==> src/rtl/hb_pkg.sv <==
package hb_pkg;
    typedef enum logic [2:0] {
        ST_IDLE,
        ST_RD_REQ,
        ST_RD_DONE,
        ST_WR_REQ,
        ST_WR_DONE
    } hb_state_t;
endpackage

==> src/rtl/hb_sync.sv <==
module hb_sync #(
    parameter int              W       = 1,
    parameter int              STAGES  = 2,
    parameter logic [W-1:0]    RST_VAL = '0
) (
    input  logic         clk,
    input  logic         rst_n,
    input  logic [W-1:0] d,
    output logic [W-1:0] q
);
    logic [W-1:0] chain [STAGES];

    always_ff @(posedge clk or negedge rst_n) begin
        if (!rst_n) begin
            for (int i = 0; i < STAGES; i++) chain[i] <= RST_VAL;
        end else begin
            chain[0] <= d;
            for (int i = 1; i < STAGES; i++) chain[i] <= chain[i-1];
        end
    end

    assign q = chain[STAGES-1];
endmodule

==> src/rtl/hb_addr_hold.sv <==
module hb_addr_hold #(
    parameter int ADDR_W = 15
) (
    input  logic              clk,
    input  logic              rst_n,
    input  logic              ale_s,
    input  logic [ADDR_W-1:0] addr_in,
    output logic [ADDR_W-1:0] addr_q
);
    // transparent while the synchronized enable is high, frozen once it drops
    always_ff @(posedge clk or negedge rst_n) begin
        if (!rst_n)     addr_q <= '0;
        else if (ale_s) addr_q <= addr_in;
    end
endmodule

==> src/rtl/hb_fsm.sv <==
module hb_fsm
    import hb_pkg::*;
#(
    parameter int ADDR_W = 15,
    parameter int DATA_W = 8
) (
    input  logic              clk,
    input  logic              rst_n,
    input  logic              mode_ok,
    input  logic              cs_act,
    input  logic              rd_s,
    input  logic              wr_s,
    input  logic              dben_s,
    input  logic [ADDR_W-1:0] addr_q,
    input  logic [DATA_W-1:0] data_in,
    input  logic              ack,
    input  logic [DATA_W-1:0] ack_rdata,
    output logic              req,
    output logic              req_we,
    output logic [ADDR_W-1:0] req_addr,
    output logic [DATA_W-1:0] req_wdata,
    output logic [DATA_W-1:0] rd_hold,
    output logic              drive_en,
    output logic              rdy_n
);
    hb_state_t state, nxt;
    logic      rd_prev, wr_prev;
    logic      rd_fall, wr_fall, go;

    assign rd_fall = rd_prev & ~rd_s;
    assign wr_fall = wr_prev & ~wr_s;
    assign go      = mode_ok & cs_act;

    always_comb begin
        nxt = state;
        unique case (state)
            ST_IDLE:    if (go && rd_fall)      nxt = ST_RD_REQ;
                        else if (go && wr_fall) nxt = ST_WR_REQ;
            ST_RD_REQ:  if (ack) nxt = ST_RD_DONE;
            ST_RD_DONE: if (rd_s || !go) nxt = ST_IDLE;
            ST_WR_REQ:  if (ack) nxt = ST_WR_DONE;
            ST_WR_DONE: if (wr_s || !go) nxt = ST_IDLE;
            default:    nxt = ST_IDLE;
        endcase
    end

    always_ff @(posedge clk or negedge rst_n) begin
        if (!rst_n) begin
            state   <= ST_IDLE;
            rd_prev <= 1'b1;
            wr_prev <= 1'b1;
        end else begin
            state   <= nxt;
            rd_prev <= rd_s;
            wr_prev <= wr_s;
        end
    end

    always_ff @(posedge clk or negedge rst_n) begin
        if (!rst_n) begin
            req_we    <= 1'b0;
            req_addr  <= '0;
            req_wdata <= '0;
            rd_hold   <= '0;
        end else begin
            if (state == ST_IDLE && nxt == ST_RD_REQ) begin
                req_we   <= 1'b0;
                req_addr <= addr_q;
            end else if (state == ST_IDLE && nxt == ST_WR_REQ) begin
                req_we    <= 1'b1;
                req_addr  <= addr_q;
                req_wdata <= data_in;
            end
            if (state == ST_RD_REQ && ack) rd_hold <= ack_rdata;
        end
    end

    always_comb begin
        req      = (state == ST_RD_REQ) || (state == ST_WR_REQ);
        rdy_n    = !((state == ST_RD_DONE) || (state == ST_WR_DONE));
        drive_en = (state == ST_RD_DONE) && !dben_s && mode_ok;
    end

    assert_mode_gate_R1: assert property (@(posedge clk) disable iff (!rst_n)
        drive_en |-> mode_ok);
    assert_cs_ignore_R2: assert property (@(posedge clk) disable iff (!rst_n)
        (state == ST_IDLE && !cs_act) |=> (state == ST_IDLE));
    assert_addr_steady_R3: assert property (@(posedge clk) disable iff (!rst_n)
        (req && !ack) |=> $stable(req_addr));
    assert_req_held_R4: assert property (@(posedge clk) disable iff (!rst_n)
        (req && !ack) |=> req);
    assert_rdy_after_ack_R5: assert property (@(posedge clk) disable iff (!rst_n)
        $fell(rdy_n) |-> $past(ack));
    assert_single_req_R9: assert property (@(posedge clk) disable iff (!rst_n)
        $fell(req) |-> $past(ack));
endmodule

==> src/rtl/hostbus_async_slave.sv <==
module hostbus_async_slave #(
    parameter int                ADDR_W      = 15,
    parameter int                DATA_W      = 8,
    parameter int                MODE_W      = 3,
    parameter int                SYNC_STAGES = 2,
    parameter logic [MODE_W-1:0] MODE_CODE   = '0
) (
    input  logic              clk,
    input  logic              rst_n,
    input  logic [MODE_W-1:0] mode_sel,
    input  logic              cs_n,
    input  logic              ale,
    input  logic              rd_n,
    input  logic              wr_n,
    input  logic              dben_n,
    input  logic [ADDR_W-1:0] host_addr,
    input  logic [DATA_W-1:0] host_d_in,
    output logic [DATA_W-1:0] host_d_out,
    output logic              host_d_oe,
    output logic              rdy_n,
    output logic              req,
    output logic              req_we,
    output logic [ADDR_W-1:0] req_addr,
    output logic [DATA_W-1:0] req_wdata,
    input  logic              ack,
    input  logic [DATA_W-1:0] ack_rdata
);
    localparam int          NCTL    = 5;
    localparam logic [NCTL-1:0] CTL_IDLE = 5'b10111; // cs_n, ale, rd_n, wr_n, dben_n

    logic [NCTL-1:0] ctl_s;
    logic            cs_s, ale_s, rd_s, wr_s, dben_s;
    logic [ADDR_W-1:0] addr_q;
    logic            mode_ok;

    assign mode_ok = (mode_sel == MODE_CODE);

    hb_sync #(.W(NCTL), .STAGES(SYNC_STAGES), .RST_VAL(CTL_IDLE)) u_sync (
        .clk   (clk),
        .rst_n (rst_n),
        .d     ({cs_n, ale, rd_n, wr_n, dben_n}),
        .q     (ctl_s)
    );
    assign {cs_s, ale_s, rd_s, wr_s, dben_s} = ctl_s;

    hb_addr_hold #(.ADDR_W(ADDR_W)) u_addr (
        .clk     (clk),
        .rst_n   (rst_n),
        .ale_s   (ale_s),
        .addr_in (host_addr),
        .addr_q  (addr_q)
    );

    hb_fsm #(.ADDR_W(ADDR_W), .DATA_W(DATA_W)) u_fsm (
        .clk       (clk),
        .rst_n     (rst_n),
        .mode_ok   (mode_ok),
        .cs_act    (~cs_s),
        .rd_s      (rd_s),
        .wr_s      (wr_s),
        .dben_s    (dben_s),
        .addr_q    (addr_q),
        .data_in   (host_d_in),
        .ack       (ack),
        .ack_rdata (ack_rdata),
        .req       (req),
        .req_we    (req_we),
        .req_addr  (req_addr),
        .req_wdata (req_wdata),
        .rd_hold   (host_d_out),
        .drive_en  (host_d_oe),
        .rdy_n     (rdy_n)
    );
endmodule

==> config.mk <==
export PLATFORM = sky130hd
export DESIGN_NAME = hostbus_async_slave
export DESIGN_NICKNAME = d
export VERILOG_FILES = /design/src/rtl/hb_pkg.sv /design/src/rtl/hb_sync.sv /design/src/rtl/hb_addr_hold.sv /design/src/rtl/hb_fsm.sv /design/src/rtl/hostbus_async_slave.sv
export SDC_FILE = /design/constraint.sdc
export NUM_CORES = 1
export LEC_CHECK = 0
export CAP_MARGIN = 15
export CELL_PAD_IN_SITES_DETAIL_PLACEMENT = 0
export CELL_PAD_IN_SITES_GLOBAL_PLACEMENT = 2
export CORE_ASPECT_RATIO = 0.75
export CORE_MARGIN = 4
export CORE_UTILIZATION = 44
export CTS_BUF_LIST = sky130_fd_sc_hd__clkbuf_4 sky130_fd_sc_hd__clkbuf_8
export CTS_CLUSTER_SIZE = 30
export DETAILED_ROUTE_END_ITERATION = 12
export DONT_BUFFER_PORTS = 1
export PLACE_DENSITY = 0.87
export SETUP_SLACK_MARGIN = 0.3
export SYNTH_ARGS = -nofsm -noshare
export SYNTH_HDL_FRONTEND = slang
export SYNTH_SLANG_ARGS = --single-unit
==> constraint.sdc <==
create_clock -name clk -period 2.4 [get_ports clk]
set_input_delay 0.36 -clock clk [delete_from_list [all_inputs] [get_ports clk]]
set_output_delay 0.36 -clock clk [all_outputs]
set_load 0.01 [all_outputs]
==> results of run 1 <==
## sequential cells by signal, summed over array words and instances, names as in the netlist
| register | cells |
|---|---|
| u_fsm.state | 3 |
| u_fsm.rd_prev | 1 |
| u_fsm.wr_prev | 1 |
| u_fsm.req_addr | 15 |
| u_fsm.rd_hold | 8 |
| u_addr.addr_q | 15 |
| u_fsm.req_we | 1 |
| u_fsm.req_wdata | 8 |
| u_sync.q | 5 |
| u_sync.chain | 5 |
## layer usage
layer,share of wire (%),GRT usage (%),up-vias
met2,53,23.2,47
met5,0,0,-
met3,8.7,8.50,8
met4,1.0,5.44,0
li1,-,-,513
met1,38,16.1,610
## synthesized netlist by cell type
cell	count
clkbuf_1	3
dfstp_2	10
nor3b_4	1
o21ai_2	1
o311ai_0	1
mux2_4	8
nor2_1	2
o21ai_0	2
or4b_2	2
dfrtp_1	52
buf_4	1
nor3_1	1
o221a_2	1
mux2_2	38
buf_6	1
nand2b_1	4
or4_4	1
nor4_1	1
inv_1	1
a21oi_1	1
xor2_1	1
a21o_1	2
nor3b_2	1
nand4b_1	1
## cell type report
cell class | count | area [um^2]
fillers | 426 | 2250
flip-flops and latches | 62 | 1570
multi-input cells | 69 | 766
clock buffers | 13 | 173
repair buffers | 8 | 92.6
well taps | 72 | 90.1
clock inverters | 3 | 65.1
inverters | 1 | 3.75
## worst min path at each step
| stage | from | to | slack (ns) | depth (start not counted) |
|---|---|---|---|---|
| floorplan | rst_n | u_addr.addr_q[0] | 0.06 | 0 |
| global placement | rst_n | u_fsm.rd_hold[2] | 0.07 | 0 |
| detailed placement | rst_n | u_fsm.state[2] | 0.07 | 0 |
| CTS | dben_n | u_sync.chain[5] | 0.006 | 0 |
| global route | ale | u_sync.chain[8] | 0.02 | 0 |
| finish | ale | u_sync.chain[8] | 0.06 | 0 |
## cells by family (layout without fill, tap and decap cells)
| kind of cell | after synthesis | count (layout) | synth area share (%) |
|---|---|---|---|
| multiplexers | 46 | 46 | 23.5 |
| AO/OA/AOI/OAI | 8 | 8 | 2.53 |
| flip-flops | 62 | 62 | 67.2 |
| XOR/XNOR | 1 | 1 | 0.376 |
| AND/OR/NAND/NOR | 14 | 14 | 4.94 |
| buffers and inverters | 6 | 25 | 1.45 |
## repair_timing
action / CTS / global route
hold buffers: 2 / 4
endpoints found under the hold margin: 62 / 4
resized for setup: 4 / 3
pin swaps: 0 / 1
endpoints found under the setup margin: 7 / 6
setup buffers: 0 / 2
## through the flow
stage | cell area (um^2) | total power (uW) | cells | worst slack [ns] | util, %
floorplan | 2330 | 2090 | 137 | 0.475 | -
global placement | 2390 | 2170 | 204 | 0.361 | 47.7
detailed placement | 2390 | 2220 | 204 | 0.285 | 47.7
CTS | 2690 | 3330 | 222 | 0.288 | 53.6
global route | 2760 | 3490 | 228 | 0.357 | 55.0
finish | 2760 | 3290 | 228 | 0.425 | 55.0
## where the power goes
part | total (uW) | switching, uW | internal, uW
clock network | 1050 | 375 | 680
registers | 1730 | 367 | 1360
logic | 507 | 168 | 339
total | 3290 | 909 | 2380
==> results.sh, run 1 <==
export IMPL_final_setup_tns_ns=0
export IMPL_critPathCapture="u_fsm.req_wdata[1]"
export IMPL_period_share_pct=82.3
export IMPL_setup_viol=0
export IMPL_grt_max_degree=63
export IMPL_hold_violations=0
export IMPL_slowest_delay_ns=0.55
export IMPL_die_w_um=92
export IMPL_fp_dieH_um=71
export IMPL_htree_levels=3
export IMPL_cp_slowest_cell="or4_4"
export IMPL_drc_errors=0
export IMPL_yosysTopAreaCellShare_pct=55.9
export IMPL_reg2reg_from="u_sync.q[4]"
export IMPL_critical_path_max_fanout=10
export IMPL_synth_seq_cells=62
export IMPL_hold_path_class="in2reg"
export IMPL_grt_first_pass_wirelength_um=7180
export IMPL_cts_sinks=62
export IMPL_avgViaCountPerCell=5.17
export IMPL_antenna_found_initial=0
export IMPL_synth_area_mm2=0.00233
export IMPL_endpoint_kind="flop"
export IMPL_detailed_place_hpwl_um=2950
export IMPL_crit_family="simple AND/OR/NAND/NOR gates"
export IMPL_yosys_cell_types_count=24
export IMPL_r2r_end="u_fsm.req_wdata[1]"
export IMPL_drt_wl_total_um=4220
export IMPL_drtPass1Iterations=3
export IMPL_grt_pass1_vias=1339
export IMPL_slew_headroom_pct=53.1
export IMPL_synth_nets=179
export IMPL_report_final_slew_viol_count=0
export IMPL_layout_area_overhead_vs_synth_pct=18.4
export IMPL_ys_seq_area_share_pct=67.2
export IMPL_clk_latency_ns=0.33
export IMPL_path_depth=4
export IMPL_yosysWarnings=0
export IMPL_coreArea_mm2=0.00501
export IMPL_tritoncts="built"
export IMPL_wl_per_cell_um=18.5
export IMPL_antenna_left=0
export IMPL_max_cap_viol_count=0
export IMPL_outcome="finished clean"
export IMPL_required_ns=2.61
export IMPL_worstMarginPinSlew_ns=0.701
export IMPL_synth_area_leaders="dfrtp_1 (56%), mux2_2 (18%), dfstp_2 (11%)"
export IMPL_fin_skew_ns=0.00667
export IMPL_cts_root_buf="clkbuf_8"
export IMPL_drive_above_1_share_pct=54.5
export IMPL_worst_path_buf_inv=0
export IMPL_synth_cells=137
export IMPL_fin_crit_ns=1.97
export IMPL_diodes=0
export IMPL_peakVddDrop_uv=480
export IMPL_reg2regPathDepth=4
export IMPL_grt_overflow_total=0
export IMPL_path_cells="or4_4 > nor3b_4 > o221a_4 > mux2_2"
export IMPL_power_density_mw_per_mm2=1190
export IMPL_avgSynthCellArea_um2=17.0
export IMPL_path_clk_slew_ns=0.07
export IMPL_critPathArrivalTime_ns=2.19
export IMPL_rsz0062_at_grt="no"
export IMPL_cts_buffers=9
export IMPL_worstSetupPathType="reg2reg"
export IMPL_drtIter0Drc=46
export IMPL_track_usage_pct=14.5
export IMPL_final_common_cell="dfrtp_1"
export IMPL_portBuffers=0
export IMPL_fmax_ghz=0.506
export IMPL_cp_start_kind="flop"
export IMPL_cp_startpoint="u_sync.q[4]"
export IMPL_dieArea_mm2=0.00653
export IMPL_holdWs_ns=0.0562
export IMPL_p_leak_uw=0.00121
export IMPL_reg2reg_slack_ns=0.43
export IMPL_cts_max_path_buffers=2
export IMPL_initial_utilization_pct=46.5
export IMPL_synth_area_leader_cell="dfrtp_1"
export IMPL_gp_congestion=0.671
export IMPL_vias=1178
export IMPL_layout_nets=193
export IMPL_mostFrequentLayoutCells="dfrtp_1 (50), mux2_2 (38), clkbuf_8 (12)"
export IMPL_rows=22
export IMPL_ioPinCount=77
Note: power is estimated with default switching activity, not from simulation.
==> inputs of run 2 (changes only) <==
Settings changed: CORE_UTILIZATION 44 to 40, PLACE_DENSITY 0.87 to 0.84.
Clock period 2.4 ns to 1.7 ns, I/O delays scaled along.
==> results.sh, run 2 (synthesis results as in run 1) <==
export IMPL_holdBufCountCts=5
export IMPL_htree_levels=3
export IMPL_drtIter0Drc=39
export IMPL_setup_ws_ns=-0.184
export IMPL_drt_wl_total_um=5000
export IMPL_avgViaCountPerCell=5.26
export IMPL_p_leak_uw=0.00135
export IMPL_grt_met1_usage_pct=15.3
export IMPL_drtPass1Iterations=4
export IMPL_grt_overflow_total=0
export IMPL_dieArea_mm2=0.00712
export IMPL_final_setup_tns_ns=-3.92
export IMPL_cp_start_kind="flop"
export IMPL_grt_max_degree=63
export IMPL_rows=23
export IMPL_detailed_place_hpwl_um=3120
export IMPL_drc_errors=0
export IMPL_fin_crit_ns=1.88
export IMPL_holdWs_ns=-0.376
export IMPL_grt_first_pass_wirelength_um=7390
export IMPL_initial_utilization_pct=42.4
export IMPL_diodes=0
export IMPL_cp_slowest_cell="or4_4"
export IMPL_clk_latency_ns=0.32
export IMPL_slew_headroom_pct=59.8
export IMPL_critical_path_max_fanout=8
export IMPL_power_uw=4590
export IMPL_mostFrequentLayoutCells="dfrtp_1 (49), mux2_4 (24), mux2_2 (22)"
export IMPL_hold_path_class="in2async"
export IMPL_cts_root_buf="clkbuf_8"
export IMPL_max_cap_viol_count=0
export IMPL_hold_violations=62
export IMPL_grtUsageMet3_pct=9.20
export IMPL_period_share_pct=111
export IMPL_fp_dieH_um=74.1
export IMPL_drive_above_1_share_pct=63.0
export IMPL_coreArea_mm2=0.00550
export IMPL_portBuffers=0
export IMPL_worstSetupPathType="reg2reg"
export IMPL_largestRegisters="u_addr.addr_q (15), u_fsm.req_addr (15)"
export IMPL_path_clk_slew_ns=0.06
export IMPL_report_final_slew_viol_count=0
export IMPL_rsz0062_at_grt="yes"
export IMPL_worstMarginPinSlew_ns=0.603
export IMPL_cts_buffers=9
export IMPL_slowest_delay_ns=0.44
export IMPL_final_common_cell="dfrtp_1"
export IMPL_critPathArrivalTime_ns=2.10
export IMPL_place_ws_ns=-0.221
export IMPL_layout_nets=210
export IMPL_grt_use_met2_pct=23.0
export IMPL_power_density_mw_per_mm2=1530
export IMPL_fin_skew_ns=0.00673
export IMPL_required_ns=1.91
export IMPL_grt_pass1_vias=1428
export IMPL_gr_max_usage_layer="met2"
export IMPL_track_usage_pct=14.2
export IMPL_vias=1304
export IMPL_die_w_um=96.1
export IMPL_wl_per_cell_um=20.1
export IMPL_cts_max_path_buffers=2
export IMPL_tritoncts="built"
export IMPL_antenna_found_initial=0
export IMPL_gp_congestion=0.673
export IMPL_violations="negative hold slack, negative setup slack"
export IMPL_outcome="finished with violations"
export IMPL_endpoint_kind="flop"
export IMPL_layout_area_overhead_vs_synth_pct=28.6
export IMPL_fin_util_pct=54.5
export IMPL_ioPinCount=77
export IMPL_path_cells="or4_4 > nor3b_4 > buf_4 > o21ai_4 > clkbuf_16 > mux2_4"
export IMPL_fmax_ghz=0.531
export IMPL_cts_sinks=62
export IMPL_antenna_left=0
export IMPL_peakVddDrop_uv=657
export IMPL_setup_viol=26
-- run 2: changes by cell type in the layout (fill, tap and decap cells not counted), moves of 2 or more --
cell	before	now
buf_4	2	9
buf_12	0	2
bufinv_16	2	0
clkbuf_4	1	4
clkbuf_8	12	10
mux2_4	8	24
buf_6	0	7
mux2_2	38	22
-- run 2: final timing paths --
path | startpoint | to | slack [ns] | cells after the start
worst max register to register | u_sync.q[4] | u_fsm.req_addr[7] | -0.18 | 6
max in group asynchronous | rst_n | u_fsm.rd_prev | 1.89 | 0
worst max-delay path | u_sync.q[4] | u_fsm.req_addr[7] | -0.18 | 6
min in group clk | ack | u_fsm.state[0] | 0.05 | 1
worst min register to register | u_sync.chain[8] | u_sync.q[3] | 0.35 | 0
worst min-delay path | rst_n | u_fsm.req_wdata[2] | -0.38 | 0
-- run 2: area by class of cell --
type,instances,area (um^2)
clock buffer,14,168
clock inverter,2,10.0
fill,443,2500
inverter,1,6.26
multi-input combinational,70,887
sequential,62,1570
tap,75,93.8
timing repair buffer,24,262
-- run 2: what timing repair did --
item | CTS | global route
setup endpoints to repair | 36 | 38
pin swaps | 5 | 4
resized for setup | 19 | 10
endpoints found under the hold margin | 67 | 62
buffers inserted | 9 | 4
cloned | 1 | 1
-- run 2: layer usage --
layer | share of wire [%] | routed length [um]
met1 | 38 | 1880
met2 | 50 | 2510
met3 | 11 | 561
met4 | 0.92 | 46
met5 | 0 | 0
-- run 2: metrics by stage --
step	area (um^2)	hold slack, ns	instances
final	2990	-0.376	248
after global routing	2990	-0.411	248
after CTS	2900	-0.407	243
after detailed placement	2510	-0.0376	212
after global placement	2510	-0.0384	212
after floorplan	2410	-0.0406	137
-- run 2: critical path, delay by kind of cell, from the launching register on --
family                 cells  cell delay (ns)
muxes                      1             0.29
DFF                        1             0.36
AOI/OAI and AO/OA          1             0.09
buffers and inverters      2             0.37
and+or+nand+nor            2             0.66
-- run 2: where the power goes --
group          switching [uW]  internal, uW  leakage (uW)
Clock                     505           630     0.0000981
Combinational             314           695      0.000519
Sequential                524          1930      0.000732
Total                    1340          3250       0.00135
